### src/rtl/wfill_master.sv
module wfill_master #(
  parameter int AW = 32,
  parameter int CW = 32
) (
  input  logic              clk,
  input  logic              rst_n,
  input  logic [AW-1:0]     cfg_base_addr,
  input  logic [CW-1:0]     cfg_xfer_cnt,
  input  logic              cfg_start,
  output logic              bus_req,
  output logic [AW-1:0]     bus_addr,
  output logic [2*CW-1:0]   bus_wdata,
  output logic [2*CW/8-1:0] bus_be,
  output logic              bus_rnw,
  output logic [1:0]        bus_prio,
  output logic [3:0]        bus_size,
  output logic [2:0]        bus_type,
  output logic              bus_lock,
  output logic              bus_abort,
  output logic              bus_compress,
  output logic              bus_guarded,
  output logic              bus_ordered,
  input  logic              bus_addr_ack,
  input  logic              bus_wr_ack,
  input  logic              bus_err,
  output logic              busy,
  output logic              done,
  output logic              err
);
  localparam int DW   = 2 * CW;
  localparam int NBE  = DW / 8;
  localparam int STEP = NBE;

  typedef enum logic [1:0] {S_IDLE, S_ADDR, S_DATA} st_t;

  st_t           st;
  logic [AW-1:0] addr_q;
  logic [CW-1:0] cnt_q, tot_q;
  logic          done_q, err_q;
  logic          last;

  assign last = (cnt_q + CW'(1)) == tot_q;

  always_ff @(posedge clk or negedge rst_n) begin
    if (!rst_n) begin
      st     <= S_IDLE;
      addr_q <= '0;
      cnt_q  <= '0;
      tot_q  <= '0;
      done_q <= 1'b0;
      err_q  <= 1'b0;
    end else begin
      case (st)
        S_IDLE: if (cfg_start) begin
          addr_q <= cfg_base_addr;
          cnt_q  <= '0;
          tot_q  <= cfg_xfer_cnt;
          err_q  <= 1'b0;
          done_q <= (cfg_xfer_cnt == '0);
          if (cfg_xfer_cnt != '0) st <= S_ADDR;
        end
        S_ADDR: if (bus_err) begin
          err_q <= 1'b1;
          st    <= S_IDLE;
        end else if (bus_addr_ack) begin
          st <= S_DATA;
        end
        S_DATA: if (bus_err) begin
          err_q <= 1'b1;
          st    <= S_IDLE;
        end else if (bus_wr_ack) begin
          addr_q <= addr_q + AW'(STEP);
          cnt_q  <= cnt_q + CW'(1);
          if (last) begin
            done_q <= 1'b1;
            st     <= S_IDLE;
          end else begin
            st <= S_ADDR;
          end
        end
        default: st <= S_IDLE;
      endcase
    end
  end

  assign bus_req      = (st == S_ADDR);
  assign bus_addr     = addr_q;
  assign bus_wdata    = {cnt_q, ~cnt_q};
  assign bus_be       = {NBE{1'b1}};
  assign bus_rnw      = 1'b0;
  assign bus_prio     = 2'b11;
  assign bus_size     = 4'b0000;
  assign bus_type     = 3'b000;
  assign bus_lock     = 1'b0;
  assign bus_abort    = 1'b0;
  assign bus_compress = 1'b0;
  assign bus_guarded  = 1'b0;
  assign bus_ordered  = 1'b0;
  assign busy         = (st != S_IDLE);
  assign done         = done_q;
  assign err          = err_q;
endmodule

### config.mk
export PLATFORM = sky130hd
export DESIGN_NAME = wfill_master
export DESIGN_NICKNAME = d
export VERILOG_FILES = /design/src/rtl/wfill_master.sv
export SDC_FILE = /design/constraint.sdc
export NUM_CORES = 1
export LEC_CHECK = 0
export BUFFER_PORTS_ARGS = -buffer_cell sky130_fd_sc_hd__clkbuf_2
export CORE_ASPECT_RATIO = 0.9
export CORE_MARGIN = 2
export CORE_UTILIZATION = 40
export DETAILED_ROUTE_END_ITERATION = 8
export PLACE_DENSITY = 0.63
export SYNTH_ARGS = -nofsm -noshare
export SYNTH_HDL_FRONTEND = slang
export SYNTH_SLANG_ARGS = --single-unit
export TNS_END_PERCENT = 20
### constraint.sdc
create_clock -name clk -period 5.8 [get_ports clk]
set_input_delay 0.58 -clock clk [delete_from_list [all_inputs] [get_ports clk]]
set_output_delay 0.58 -clock clk [all_outputs]
set_load 0.005 [all_outputs]
### Word level (Yosys, flattened, before mapping)

Cells that the tools add are included.

* bits in registers: 100
* input bits: 70
* output and inout bits: 123
* logic and storage cells: 56

* add/sub/neg operators: 2
* eq/ne operators: 11
* multiplexer cells: 24
* bitwise gates (word level): 1
* reduce and logical (&&, ||, !) cells: 12

Operator list (number)
* $mux W32: 6
* $pmux W32 S2: 2
* $add A32 B1 Y32 const B: 1
* $add A32 B4 Y32 const B: 1
* $eq A32 B32 Y1: 1
* $logic_not A32 Y1: 1
* $not A32 Y32: 1
* $reduce_bool A32 Y1: 1
* $mux W2: 6
* $ne A2 B2 Y1 const B: 5
* $reduce_and A4 Y1: 2
* $mux W1: 7
* $pmux W2 S3: 1
* $reduce_bool A2 Y1: 3
* $reduce_and A5 Y1: 1
* $pmux W1 S2: 2
* $ne A3 B1 Y1 const B: 1
* $ne A3 B3 Y1 const B: 1
* $reduce_and A3 Y1: 1
* $eq A2 B1 Y1 const B: 1
* $eq A2 B2 Y1 const B: 1
* $logic_not A2 Y1: 1
* $ne A2 B1 Y1 const B: 1
* $reduce_and A2 Y1: 1
* $reduce_or A2 Y1: 1

### Depth between registers and ports, before layout

Gate-level depths: netlist (run 1).

* depth after elaboration: 6
* mapped depth: 10
* gate-level depth less buffers: 9

### Least setup slack after synthesis (run 1)

OpenSTA, ideal clock, no wires.

* path type: register to register
* from: register cnt_q[0]
* to: register st[0]
* library setup time: 0.120 ns
* arrival: 2.560 ns
* data required time: 5.680 ns
* setup slack: 3.121 ns
* cell stages (with the launch flop): 10
* buffers on the path: 0
* clock period less this slack: 2.679 ns
* path through: dfrtp_1 ha_1 nand3_1 nor2_1 and3_1 nand3_1 xnor2_1 or4_1 o41a_1 a31o_1

* cells in the longest elaborated chain, start to end: 6

Ends and longest elaborated chain
* start: declaration: line 38 `logic [CW-1:0] cnt_q, tot_q;`
* start signal: assignment: line 73 `cnt_q <= cnt_q + CW'(1);`
* $add A32 B1 Y32: line 42 `assign last = (cnt_q + CW'(1)) == tot_q;`
* $eq A32 B32 Y1: line 42
* $mux W1: line 74 `if (last) begin`
* $mux W2: line 71 `end else if (bus_wr_ack) begin`
* $mux W2: line 68 `S_DATA: if (bus_err) begin`
* $pmux W2 S3: line 53 `case (st)`
* end signal: assignment: line 70 `st <= S_IDLE;`
* end signal: assignment: line 76 `st <= S_IDLE;`
* end signal: assignment: line 78 `st <= S_ADDR;`
* end: declaration: line 36 `st_t st;`

Every way passes these cells. The select of a mux whose other input is x is not followed.
A chain may end at the register's enable or synchronous reset.

### Worst setup path in the final report (run 1)

Same ends and word-level chain as after synthesis.

==> impl_results.md, run 1 <==
- Status: finished clean
- # hold bufs at CTS: 0
- Antenna diode count: 0
- Power per Cell Area: 409.5 nW/µm²
- Postcts setup bufs: 0
- DIE WIDTH: 135.2 µm
- Cell taking the most area after synthesis: dfrtp_1
- Root buf cell: clkbuf_16
- Routed len/inst: 17.16 µm
- Post-DP HPWL: 12.98 mm
- Final Worst Setup Slack: 2.245 ns
- Pre-CTS setup slack: 2.306 ns
- Skew-Pair Late Insertion Delay: 0.35 ns
- Mean Syn Cell Area: 8.909 µm²
- FF-to-FF setup slack: 2.25 ns
- Seq/Total Area, Yosys: 0.4036
- Vias in the first global route: 5,139
- Antenna-violating nets left: 0
- Routed via count: 5,678
- Row cnt: 43
- Final setup viols: 0
- Distinct cells, synth: 58
- Core Region: 15,280 µm²
- Grt total ovfl: 0
- Largest net degree at the start of global routing: 60
- DRT iter0 DRCs: 376
- Clock sinks: 100
- IO Port Bufs: 169
- Clock Path Buffers: 2
- Drc violations: 0
- EDFF count, synth: 0
- Most frequently used flop master after synthesis: dfrtp_1
- Setup TNS: 0 ns
- CP endpoint: st[0]
- Initial antenna violation count: 0
- Critical Setup Path Class: reg2reg
- CP Data Arrival Time: 3.80 ns
- Number of CTS-inserted buffers: 9
- Worst EP required: 6.05 ns
- Worst relative slew slack: 0.2870
- Post_cts resized: 0
- Synth top area share: 0.4036
- CP Capture Type: register
- Max-cap violations: 0
- Initial Utilization: 0.4058
- Nets: 910
- Gr usage total: 0.2177
- Reg2Reg Capture Point: st[0]
- Critical path peak fanout: 12
- Routed WL: 17.87 mm
- Post-synthesis cell area: 6201 µm²
- CTS tree: built
- Syn Inst Count: 696
- R2R Path Start: cnt_q[0]
- Final Max Tran Viols: 0
- Die H: 122.1 µm
- Max VDD drop: 0.0001887 V
- Worst Setup Start Kind: register
- Area delta synth->final: 18.42%
- Yosys warns: 0
- Placed cells: 1,025
- # H-tree levels: 3
- Finished Layout Cells: 1,041
- Leakage: 3.244 nW
- Final period utilization: 0.6129
- Crit path time final: 3.555 ns
- Worst Setup SP: cnt_q[0]
- Clk slew on worst S/H paths: 0.07 ns
- Final clock skew: 0.006294 ns
- Actual slew at the worst max-slew pin: 1.069 ns
- Drt pass-1 iters: 5
- Die Area: 16,520 µm²
- Final Hold Viols: 0
- Path depth of the worst reg2reg path: 9
- Top Ports: 193
- Top cells by area, synth: dfrtp_1 (40%), mux2_2 (5.8%), xnor2_1 (5.1%)
- Worst hold path class: in2async
- First-pass GRT wire length: 28.17 mm
- Final hold slack: 0.2357 ns
- Total power: 3.007 mW
- Routability cong.: 0.9271
- Via/cell ratio: 5.454
- Share of layout cells above drive strength 1: 0.2753
- RSZ-0062 raised after global routing: false
- FF+latch count, synth: 100
- Fmax: 281.3 MHz
- Ys async rst share: 1.000
-- critical path: stages (launching register included) --
cell,delay [ns]
dfrtp_1,0.48
ha_1,0.31
nand3_1,0.24
nor2_1,0.67
and3_1,0.31
nand3_1,0.13
xnor2_1,0.17
or4_1,0.50
o41a_1,0.41
a31o_1,0.22
-- routing by layer --
layer	wire, µm	global-route usage	up-vias	share of wire
met3	1189	0.05452	15	0.067
met5	0	0	-	0
met2	8103	0.3268	204	0.45
met1	8398	0.3190	2719	0.47
met4	175	0.04427	0	0.0098
li1	-	-	2740	-
-- flip-flops by register name (all words and copies together) (netlist names) --
register / flops
bus_addr: 32
cnt_q: 32
tot_q: 32
st: 2
done: 1
err: 1
-- cell usage after synthesis (all sizes together) (2+ instances only) --
cell type,count
nand2,44
o21a,2
mux2,32
nand4b,2
conb,2
inv,42
and3,26
o41ai,2
nor2b,2
or3,14
and4,5
buf,35
xor2,15
o31ai,8
o22ai,28
o2111ai,2
nand3,47
dfrtp,100
nand4,15
and2,2
o21ai,58
nor2,20
ha,6
a21o,2
nand3b,3
nor3,8
a22o,2
mux2i,12
xnor2,36
a21oi,52
a31o,4
nor4,16
or4,3
a31oi,4
clkbuf,32
-- where the power goes --
part	leakage (nW)	switching [mW]	total (mW)	internal [mW]
Sequential	1.24	0.268	1.21	0.945
Clock	0.122	0.273	0.577	0.304
Combinational	1.89	0.638	1.22	0.580
-- logic make-up (layout without fill, tap and decap cells) --
family / Yosys count / count (layout) / share of synthesized area
adders and majority gates: 6 / 6 / 0.01211
DFF: 100 / 100 / 0.4036
AOI/OAI and AO/OA: 176 / 176 / 0.1667
other: 2 / 23 / 0.001211
muxes: 44 / 44 / 0.07748
and+or+nand+nor: 208 / 208 / 0.1844
buffers and inverters: 109 / 231 / 0.08252
xor gates and xnor gates: 51 / 51 / 0.07203
-- stage by stage --
| stage | instance area, µm² | util |
|---|---|---|
| detailed placement | 7071 | 0.4627 |
| global route | 7343 | 0.4806 |
| CTS | 7343 | 0.4806 |
| floorplan | 6280 | - |
| global placement | 7071 | 0.4627 |
| finish | 7343 | 0.4806 |
-- worst min path at each step --
stage	startpoint	endpoint	slack (ns)	cells past startpoint
2_1_floorplan	rst_n	bus_addr[0]	0.28	0
3_3_place_gp	bus_addr[0]	bus_addr[0]	0.47	2
3_5_place_dp	bus_addr[0]	bus_addr[0]	0.48	2
4_1_cts	rst_n	tot_q[1]	0.25	1
5_1_grt	rst_n	tot_q[1]	0.28	1
6_report	rst_n	tot_q[1]	0.24	1
-- placed cells by master, fill, tap and decap left out, types with 2 or more instances in the layout --
cell type and instances:
o21a_1 2, nor2b_1 2, and3_1 26, nand2_1 44, nor2_1 18, mux2i_1 12
a31o_2 3, xnor2_1 36, o41ai_1 2, and4_1 4, nand3_1 46, ha_1 5
buf_4 5, clkbuf_16 9, xor2_1 15, a21o_1 2, o2111ai_1 2, o31ai_1 8
o22ai_1 28, conb_1 23, nor4_1 14, clkinvlp_4 3, inv_1 42, or3_1 14
nor4_2 2, clkbuf_2 168, nand4_1 14, nand3b_1 3, clkbuf_1 3, o21ai_0 58
and2_1 2, nand4b_1 2, dfrtp_1 100, a31oi_1 4, or4_1 3, a21oi_1 51
mux2_2 32, a22o_1 2, nor3_1 8
-- area by class of cell --
type,count,area [µm²]
clock buffer,13,250.2
clock inverter,3,22.52
fill,1488,7936
inverter,42,157.7
multi-input combinational,508,3279
sequential,100,2502
tap,202,252.7
timing repair buffer,173,878.3
Power figures use the tool's default switching activity.
==> run 2, diff against run 1 <==
PLACE_DENSITY = 0.65   (was 0.63)
clock period = 3 ns   (was 5.8 ns; I/O delays follow)
==> run 2 against run 1 <==
  * Critical path depth fell by 1
  * Fmax increased by 25%
  * Non-clock buffer count increased by 40
==> impl_results.md, run 2 (synthesis gave the netlist of run 1 again) <==
- Status: finished clean
- First-pass GRT wire length: 29.49 mm (+4.7%)
- Row cnt: 43 (unchanged)
- Sequential power share: 0.393 (-0.010)
- CP Data Arrival Time: 3.10 ns (-0.70 ns)
- # H-tree levels: 3 (unchanged)
- Met3 usage: 0.04994 (-0.004578)
- Critical Setup Path Class: reg2reg
- Antenna diode count: 0 (unchanged)
- R2R Path Start: cnt_q[3]
- Die Area: 16,520 µm² (unchanged)
- Worst path cell trace: nand4_1, nor2_4, nand2_1, xnor2_1, nand4_1, or4_1, o41a_1, a31o_1
- DIE WIDTH: 135.2 µm (unchanged)
- Grt peak-use layer: met1
- Setup TNS: 0 ns (unchanged)
- Die H: 122.1 µm (unchanged)
- Hold path startpoint: cfg_base_addr[2]
- Routed via count: 5,922 (+4.3%)
- RSZ-0062 raised after global routing: false
- CP dominant cell by count: nand4_1
- Skew-Pair Late Insertion Delay: 0.37 ns (+0.02 ns)
- Worst Setup Start Kind: register
- Clock sinks: 100 (unchanged)
- Hold depth: 3
- Post-DP HPWL: 13.90 mm (+7.0%)
- Top Ports: 193 (unchanged)
- Fmax: 352.5 MHz (+25%)
- Grt total ovfl: 0 (unchanged)
- Gr usage total: 0.2302 (+0.01248)
- Switching pwr: 2.390 mW (+100%)
- Root buf cell: clkbuf_16
- Clock Path Buffers: 2 (unchanged)
- Clk slew on worst S/H paths: 0.08 ns (about the same)
- Max-cap violations: 0 (unchanged)
- M2 GR Usage: 0.3414 (+0.01459)
- Routed len/inst: 17.20 µm (+0.23%)
- Final period utilization: 0.9456 (+0.3327)
- CP delay by family, top: simple AND/OR/NAND/NOR gates
- Path depth of the worst reg2reg path: 8 (-1)
- CP max stage cell: or4_1
- Finished Layout Cells: 1,081 (+3.8%)
- Max VDD drop: 0.0005444 V (+190%)
- Routability cong.: 0.9379 (+1.2%)
- Placed cells: 1,062 (+3.6%)
- Sw Ratio: 0.3992 (+0.007011)
- Commonest non-fill, non-tap cell in the layout: clkbuf_2
- Comb power frac: 0.410 (+0.005)
- WP buf/inv: 0 (unchanged)
- Hold Path Sink: bus_addr[2]
- Crit path time final: 2.837 ns (-0.7179 ns)
- Power per Cell Area: 775.6 nW/µm² (+89%)
- Initial antenna violation count: 0 (unchanged)
- Drc violations: 0 (unchanged)
- Final clock skew: 0.009223 ns (+0.002929 ns)
- Drt pass-1 iters: 5 (unchanged)
- Number of CTS-inserted buffers: 9 (unchanged)
- CTS tree: built
- Pint: 3.597 mW (+97%)
- Filler Cell Count: 1,523 (+2.4%)
- Share of layout cells above drive strength 1: 0.3151 (+0.03980)
- WP depth: 8 (-1)
- Worst EP required: 3.26 ns (-2.79 ns)
- Commonest cells after routing, fill and taps aside: clkbuf_2 (168), dfrtp_1 (98), o21ai_0 (58), a21oi_1 (51), nand3_1 (46)
- IO Port Bufs: 169 (unchanged)
- Core Region: 15,280 µm² (unchanged)
- Area delta synth->final: 24.48%
- Routed WL: 18.60 mm (+4.1%)
- Via/cell ratio: 5.478 (+0.44%)
- CP Capture Type: register
- Clock network fraction of design power: 0.196 (+0.004)
- Antenna-violating nets left: 0 (unchanged)
- Actual slew at the worst max-slew pin: 0.7677 ns (-0.3017 ns)
- Critical path's largest stage delay: 0.43 ns (-0.24 ns)
- Worst relative slew slack: 0.4870 (+0.1999)
- Critical path peak fanout: 6 (-6)
- Final setup viols: 0 (unchanged)
- DRT iter0 DRCs: 535 (+42%)
- Vias in the first global route: 5,478 (+6.6%)
- Initial Utilization: 0.4058 (unchanged)
- Worst hold path class: in2reg
- Largest net degree at the start of global routing: 58 (-3.3%)
- Nets: 950 (+4.4%)
- Reg2Reg Capture Point: st[0]
- Leakage: 3.496 nW (+7.7%)
- FF-to-FF setup slack: 0.16 ns (-2.08 ns)
- Met1 usage: 0.3432 (+0.02418)
- Final Hold Viols: 0 (unchanged)
- Final Max Tran Viols: 0 (unchanged)
## run 2: worst max-delay path by stage
stage,start,endpoint,slack (ns)
after global routing,cnt_q[1],st[0],0.003
after detailed placement,cnt_q[1],st[0],0.11
final,cnt_q[3],st[0],0.16
after floorplan,cnt_q[0],st[0],0.32
after CTS,cnt_q[1],st[0],0.09
after global placement,cnt_q[1],st[0],0.14
## run 2: layout make-up
cell class	count	area (µm²)	share of cell area
well taps	202	252.7	0.03274
clock buffers	9	225.2	0.02918
repair buffers	213	1206	0.1563
flip-flops and latches	100	2505	0.3245
clock inverters	7	65.06	0.008429
inverters	42	157.7	0.02042
multi-input cells	508	3307	0.4284
## run 2: power by group through the flow
stage / Clock [mW] / Sequential [mW] / Combinational [mW]
floorplan: 0 / 2.25 / 1.67
finish: 1.18 / 2.36 / 2.46
detailed placement: 0 / 2.37 / 2.45
global placement: 0 / 2.36 / 2.43
CTS: 1.20 / 2.34 / 2.46
global route: 1.26 / 2.43 / 2.75
## run 2: metal layers
| layer | vias to the layer above | wire, µm | part of all wire |
|---|---|---|---|
| li1 | 2822 | - | - |
| met1 | 2869 | 9024 | 0.49 |
| met2 | 216 | 8089 | 0.43 |
| met3 | 15 | 1281 | 0.069 |
| met4 | 0 | 201 | 0.011 |
| met5 | - | 0 | 0 |
## run 2: repair_timing
action	in CTS	in global routing
setup buffers	0	2
hold buffers	1	0
endpoints found under the hold margin	43	0
gates resized for setup	0	7
endpoints found under the setup margin	0	2
## run 2: through the flow
stage | area, µm² | total power, mW | util | setup WS [ns] | hold slack [ns]
5_1_grt | 7719 | 6.436 | 0.5052 | 0.002543 | 0.1668
3_5_place_dp | 7373 | 4.818 | 0.4826 | 0.1126 | 0.3503
2_1_floorplan | 6280 | 3.921 | - | 0.3206 | 0.004409
6_report | 7719 | 5.987 | 0.5052 | 0.1631 | 0.1586
3_3_place_gp | 7373 | 4.782 | 0.4826 | 0.1379 | 0.3486
4_1_cts | 7674 | 6.008 | 0.5022 | 0.08915 | 0.1527
## run 2: worst reg2reg max path, delay by kind of cell (launching register included)
kind,cells,cell delay (ns)
XOR/XNOR,1,0.21
AO/OA/AOI/OAI,2,0.66
AND/OR/NAND/NOR,5,1.48
flip-flops,1,0.41
